--- config.mk ---
export PLATFORM = sky130hd
export DESIGN_NAME = uart_rx_addr_gate
export DESIGN_NICKNAME = d
export VERILOG_FILES = /design/src/rtl/rxg_pkg.sv /design/src/rtl/rxg_cfg_regs.sv /design/src/rtl/rxg_addr_match.sv /design/src/rtl/rxg_sticky_bit.sv /design/src/rtl/uart_rx_addr_gate.sv
export SDC_FILE = /design/constraint.sdc
export NUM_CORES = 1
export LEC_CHECK = 0
export BUFFER_PORTS_ARGS = -buffer_cell sky130_fd_sc_hd__buf_4
export CORE_MARGIN = 2
export CORE_UTILIZATION = 54
export CTS_CLUSTER_SIZE = 8
export DETAILED_ROUTE_END_ITERATION = 7
export PLACE_DENSITY = 0.82
export SLEW_MARGIN = 40
export SYNTH_ARGS = -nofsm -noshare
export SYNTH_HDL_FRONTEND = slang
export SYNTH_SLANG_ARGS = --single-unit
--- constraint.sdc ---
create_clock -name clk -period 3.1 [get_ports clk]
set_input_delay 0.31 -clock clk [delete_from_list [all_inputs] [get_ports clk]]
set_output_delay 0.31 -clock clk [all_outputs]
set_load 0.005 [all_outputs]
--- src/rtl/rxg_pkg.sv ---
package rxg_pkg;
   localparam int unsigned SEL_W = 2;

   typedef enum logic [SEL_W-1:0] {
      SEL_CTL  = 2'd0,
      SEL_SADR = 2'd1,
      SEL_MASK = 2'd2,
      SEL_OPT  = 2'd3
   } reg_sel_e;

   typedef enum logic [1:0] {
      MODE_SHIFT = 2'd0,
      MODE_8BIT  = 2'd1,
      MODE_9FIX  = 2'd2,
      MODE_9VAR  = 2'd3
   } ser_mode_e;
endpackage

--- src/rtl/rxg_cfg_regs.sv ---
module rxg_cfg_regs #(
   parameter int unsigned DATA_W = 8
) (
   input  logic                           clk,
   input  logic                           rst_n,
   input  logic                           wr_en,
   input  logic [rxg_pkg::SEL_W-1:0]      wr_sel,
   input  logic [DATA_W-1:0]              wr_data,
   output logic                           sm0_q,
   output logic                           sm1_q,
   output logic                           mp_en_q,
   output logic                           fe_sel_q,
   output logic [DATA_W-1:0]              saddr_q,
   output logic [DATA_W-1:0]              smask_q
);
   localparam int unsigned B_TOP = DATA_W - 1;
   localparam int unsigned B_SM1 = DATA_W - 2;
   localparam int unsigned B_MP  = DATA_W - 3;
   localparam int unsigned B_OPT = DATA_W - 2;

   always_ff @(posedge clk or negedge rst_n) begin
      if (!rst_n) begin
         sm0_q    <= 1'b0;
         sm1_q    <= 1'b0;
         mp_en_q  <= 1'b0;
         fe_sel_q <= 1'b0;
         saddr_q  <= '0;
         smask_q  <= '0;
      end else if (wr_en) begin
         case (rxg_pkg::reg_sel_e'(wr_sel))
            rxg_pkg::SEL_CTL: begin
               if (!fe_sel_q) sm0_q <= wr_data[B_TOP];
               sm1_q   <= wr_data[B_SM1];
               mp_en_q <= wr_data[B_MP];
            end
            rxg_pkg::SEL_SADR: saddr_q  <= wr_data;
            rxg_pkg::SEL_MASK: smask_q  <= wr_data;
            rxg_pkg::SEL_OPT:  fe_sel_q <= wr_data[B_OPT];
            default: ;
         endcase
      end
   end
endmodule

--- src/rtl/rxg_addr_match.sv ---
module rxg_addr_match #(
   parameter int unsigned DATA_W = 8
) (
   input  logic [DATA_W-1:0] rx_byte,
   input  logic [DATA_W-1:0] saddr,
   input  logic [DATA_W-1:0] smask,
   output logic              hit
);
   logic [DATA_W-1:0] bit_ok;

   for (genvar g = 0; g < DATA_W; g++) begin : g_bit
      assign bit_ok[g] = !smask[g] || (rx_byte[g] == saddr[g]);
   end

   assign hit = &bit_ok;
endmodule

--- src/rtl/rxg_sticky_bit.sv ---
module rxg_sticky_bit (
   input  logic clk,
   input  logic rst_n,
   input  logic hw_set,
   input  logic sw_wr,
   input  logic sw_val,
   output logic q
);
   always_ff @(posedge clk or negedge rst_n) begin
      if (!rst_n)      q <= 1'b0;
      else if (hw_set) q <= 1'b1;
      else if (sw_wr)  q <= sw_val;
   end
endmodule

--- src/rtl/uart_rx_addr_gate.sv ---
module uart_rx_addr_gate #(
   parameter int unsigned DATA_W    = 8,
   parameter int unsigned MP_FILTER = 1
) (
   input  logic                      clk,
   input  logic                      rst_n,
   input  logic                      frame_done,
   input  logic [DATA_W-1:0]         rx_byte,
   input  logic                      rx_bit9,
   input  logic                      stop_ok,
   input  logic                      wr_en,
   input  logic [1:0]                wr_sel,
   input  logic [DATA_W-1:0]         wr_data,
   output logic                      ri_flag,
   output logic                      fe_flag,
   output logic                      ctl7_rd
);
   localparam int unsigned B_TOP = DATA_W - 1;

   if (DATA_W < 4) begin : g_chk_w
      $error("uart_rx_addr_gate: DATA_W must be at least 4");
   end
   if (MP_FILTER > 1) begin : g_chk_mp
      $error("uart_rx_addr_gate: MP_FILTER must be 0 or 1");
   end

   logic              sm0_q, sm1_q, mp_en_q, fe_sel_q;
   logic [DATA_W-1:0] saddr_q, smask_q;
   logic              addr_hit, data_pass, is_shift, accept, ctl_wr;

   rxg_cfg_regs #(.DATA_W(DATA_W)) u_cfg (
      .clk      (clk),
      .rst_n    (rst_n),
      .wr_en    (wr_en),
      .wr_sel   (wr_sel),
      .wr_data  (wr_data),
      .sm0_q    (sm0_q),
      .sm1_q    (sm1_q),
      .mp_en_q  (mp_en_q),
      .fe_sel_q (fe_sel_q),
      .saddr_q  (saddr_q),
      .smask_q  (smask_q)
   );

   rxg_addr_match #(.DATA_W(DATA_W)) u_match (
      .rx_byte (rx_byte),
      .saddr   (saddr_q),
      .smask   (smask_q),
      .hit     (addr_hit)
   );

   if (MP_FILTER == 1) begin : g_mp
      assign data_pass = mp_en_q && sm0_q && !rx_bit9;
   end else begin : g_no_mp
      assign data_pass = 1'b0;
   end

   assign is_shift = (rxg_pkg::ser_mode_e'({sm0_q, sm1_q}) == rxg_pkg::MODE_SHIFT);
   assign accept   = is_shift || data_pass || addr_hit;
   assign ctl_wr   = wr_en && (rxg_pkg::reg_sel_e'(wr_sel) == rxg_pkg::SEL_CTL);

   rxg_sticky_bit u_ri (
      .clk    (clk),
      .rst_n  (rst_n),
      .hw_set (frame_done && accept),
      .sw_wr  (ctl_wr),
      .sw_val (wr_data[0]),
      .q      (ri_flag)
   );

   rxg_sticky_bit u_fe (
      .clk    (clk),
      .rst_n  (rst_n),
      .hw_set (frame_done && !is_shift && !stop_ok),
      .sw_wr  (ctl_wr && fe_sel_q),
      .sw_val (wr_data[B_TOP]),
      .q      (fe_flag)
   );

   assign ctl7_rd = fe_sel_q ? fe_flag : sm0_q;
endmodule

==> results.py <==
metrics = {
    "power_and_ir_drop": {
        "ir_drop_mv": 0.329,
        "internal_power_uw": 524,
        "power_uw": 709,
        "p_leak_nw": 0.592,
        "combPwrFrac": 0.236,
        "seq_power_share": 0.541,
        "p_switching_uw": 185,
        "p_per_area_nw_per_um2": 554,
        "sw_frac_of_total": 0.262,
        "power_frac_clock": 0.223,
    },
    "drt": {
        "wl_um": 1850,
        "drtPass1Iterations": 4,
        "drtIter0Drc": 4,
        "antenna_left": 0,
        "viasPerCell": 5.25,
        "route.vias.total": 677,
        "drc_errors": 0,
        "wl_per_cell_um": 14.3,
    },
    "timing": {
        "fmax_mhz": 654,
        "rsz0062_at_grt": "no",
        "worst_slack_ns": 1.57,
        "period_needed_ns": 1.53,
        "finClkSkew_ns": 0.00205,
        "setup_viol": 0,
        "period_share": 0.493,
        "worst_pin_slew_ns": 0.330,
        "timing.hold.ws_ns": 0.228,
        "fin_setup_tns_ns": 0,
        "hold_viol_final": 0,
        "slew_headroom": 0.780,
        "slew_violations": 0,
    },
    "global_routing": {
        "grt_overflow_total": 0,
        "grt_pass1_wl_um": 2900,
        "grt_use_total": 0.199,
        "grt_start_max_net_pins": 23,
        "antenna_found_initial": 0,
        "grt_pass1_vias": 647,
    },
    "outcome": {
        "status": "complete, no violations",
    },
    "place": {
        "gp_congestion": 0.750,
        "port_buffers": 26,
        "dpl_cell_area_sq_um": 1230,
        "dp_hpwl_um": 1370,
        "preCtsSetupSlack_ns": 1.70,
    },
    "floorplanning": {
        "dieArea_sq_um": 2230,
        "start_util": 0.577,
        "die_height_um": 47.2,
        "ioPinCount": 27,
        "row_count": 15,
        "die_w_um": 47.2,
        "core_area_sq_um": 1750,
    },
    "yosys": {
        "synth_common_cells": "dfrtp_1 (22), mux2_2 (20), xor2_1 (8)",
        "synth_edf_count": 0,
        "synthDistinctLibCells": 17,
        "synthTopCellsByArea": "dfrtp_1 (55%), mux2_2 (22%), xor2_1 (7.0%)",
        "synth-async-reset-ratio": 1.00,
        "yosysWarnings": 0,
        "synth_top_area_frac": 0.547,
        "yosysSeqAreaShare": 0.547,
        "syn-mean-instance-area_sq_um": 13.8,
        "mappedNetlistNets": 97,
        "syn_inst": 73,
        "synth.most_common_cell": "dfrtp_1",
        "synth_flop_cell": "dfrtp_1",
        "ys_seq_elements": 22,
        "synth.largest_area_cell": "dfrtp_1",
        "synth_area_sq_um": 1010,
    },
    "clock_network": {
        "cts.path.max_buffers": 2,
        "htree_num_levels": 1,
        "insertion_delay_ns": 0.31,
        "cts_tree": "yes",
        "cts-root-buf": "clkbuf_4",
        "path_clk_slew_ns": 0.12,
        "cts_buffers": 3,
        "clock-sinks": 22,
        "cts_setup_buffers": 0,
    },
    "final_layout": {
        "fin_area_sq_um": 1280,
        "drive_above_1_share": 0.510,
        "nets": 129,
        "antennaDiodeCount": 0,
        "area_growth_syn_to_layout_pct": 27.1,
    },
    "worst_setup_path": {
        "cpPeakStageDelay_ns": 0.43,
        "crit_required_ns": 2.79,
        "crit_family": "flip-flops",
        "path_buf_inv": 1,
        "cp-end-kind": "output pin",
        "worstSetupPathType": "reg -> out",
        "crit_path_max_fanout": 5,
        "cp_slowest_cell": "dfrtp_1",
        "critPathLaunchType": "flop",
        "cp.arrival_ns": 1.22,
        "worstPathCellList": "mux2_2 -> buf_4",
    },
    "min_path": {
        "hp-class": "in -> reg",
    },
    "run": {
        "cap_violations": 0,
    },
}
==> layer usage <==
metal  up-vias  GRT usage  share of wire
met1       327      0.239           0.44
met3         4     0.0500          0.039
met2        17      0.323           0.51
li1        329          -              -
met5         -          0              0
met4         0      0.117          0.017
==> flip-flops by register name, summed over array words and instances (netlist names) <==
name / count
u_cfg.saddr_q: 8
u_cfg.sm0_q: 1
u_ri.q: 1
u_cfg.smask_q: 8
u_cfg.fe_sel_q: 1
u_cfg.mp_en_q: 1
u_cfg.sm1_q: 1
u_fe.q: 1
==> cell families after synthesis <==
logic type / synth area share
simple gates: 0.0932
xor+xnor: 0.0696
flops: 0.547
compound gates: 0.0522
mux: 0.235
buf+inv: 0.00372
==> layout make-up <==
cell class                 instances  area, sq um
clock buffer                       4         36.3
fill                             135          465
inverter                           1         3.75
multi-input combinational         50          453
sequential                        22          551
tap                               25         31.3
timing repair buffer              27          205
==> final timing paths <==
| kind | from | endpoint | slack, ns | cells after the start |
|---|---|---|---|---|
| max | u_cfg.fe_sel_q | ctl7_rd | 1.57 | 2 |
| min | wr_data[4] | u_cfg.smask_q[4] | 0.23 | 2 |
| max reg2reg | u_cfg.saddr_q[2] | u_ri.q | 1.86 | 4 |
| min reg2reg | u_cfg.smask_q[4] | u_cfg.smask_q[4] | 0.52 | 1 |
| max in group asynchronous | rst_n | u_cfg.saddr_q[6] | 2.47 | 2 |
| min in group asynchronous | rst_n | u_cfg.saddr_q[2] | 0.41 | 2 |
==> cells in the final DEF (no fill, tap or decap), drive strengths merged <==
cell | synthesis | routed
a221oi | 1 | 1
a222oi | 1 | 1
a22oi | 2 | 2
and2b | 1 | 1
buf | 0 | 26
clkbuf | 0 | 4
dfrtp | 22 | 22
dlygate4sd3 | 0 | 1
inv | 1 | 1
mux2 | 21 | 21
nand2 | 5 | 5
nand3 | 4 | 4
nand3b | 2 | 2
nor2b | 1 | 1
nor3b | 1 | 1
o211ai | 1 | 1
o21ai | 1 | 1
o22ai | 1 | 1
xor2 | 8 | 8
==> metrics by stage <==
step,instances,utilization
6_report,129,0.733
5_1_grt,129,0.733
4_1_cts,129,0.733
3_5_place_dp,124,0.707
3_3_place_gp,124,0.707
2_1_floorplan,73,-
==> power groups by stage <==
stage,logic (mW),registers [mW],clock network [mW]
detailed placement,0.168,0.389,0
floorplan,0.101,0.380,0
CTS,0.171,0.384,0.160
global placement,0.163,0.386,0
finish,0.167,0.384,0.158
global route,0.188,0.390,0.178
==> timing repair <==
item	CTS	global route
endpoints found under the hold margin	22	0
endpoints found under the setup margin	0	0
resized for setup	0	0
hold buffers	1	0
No activity file was read; power rests on OpenSTA's default activity.
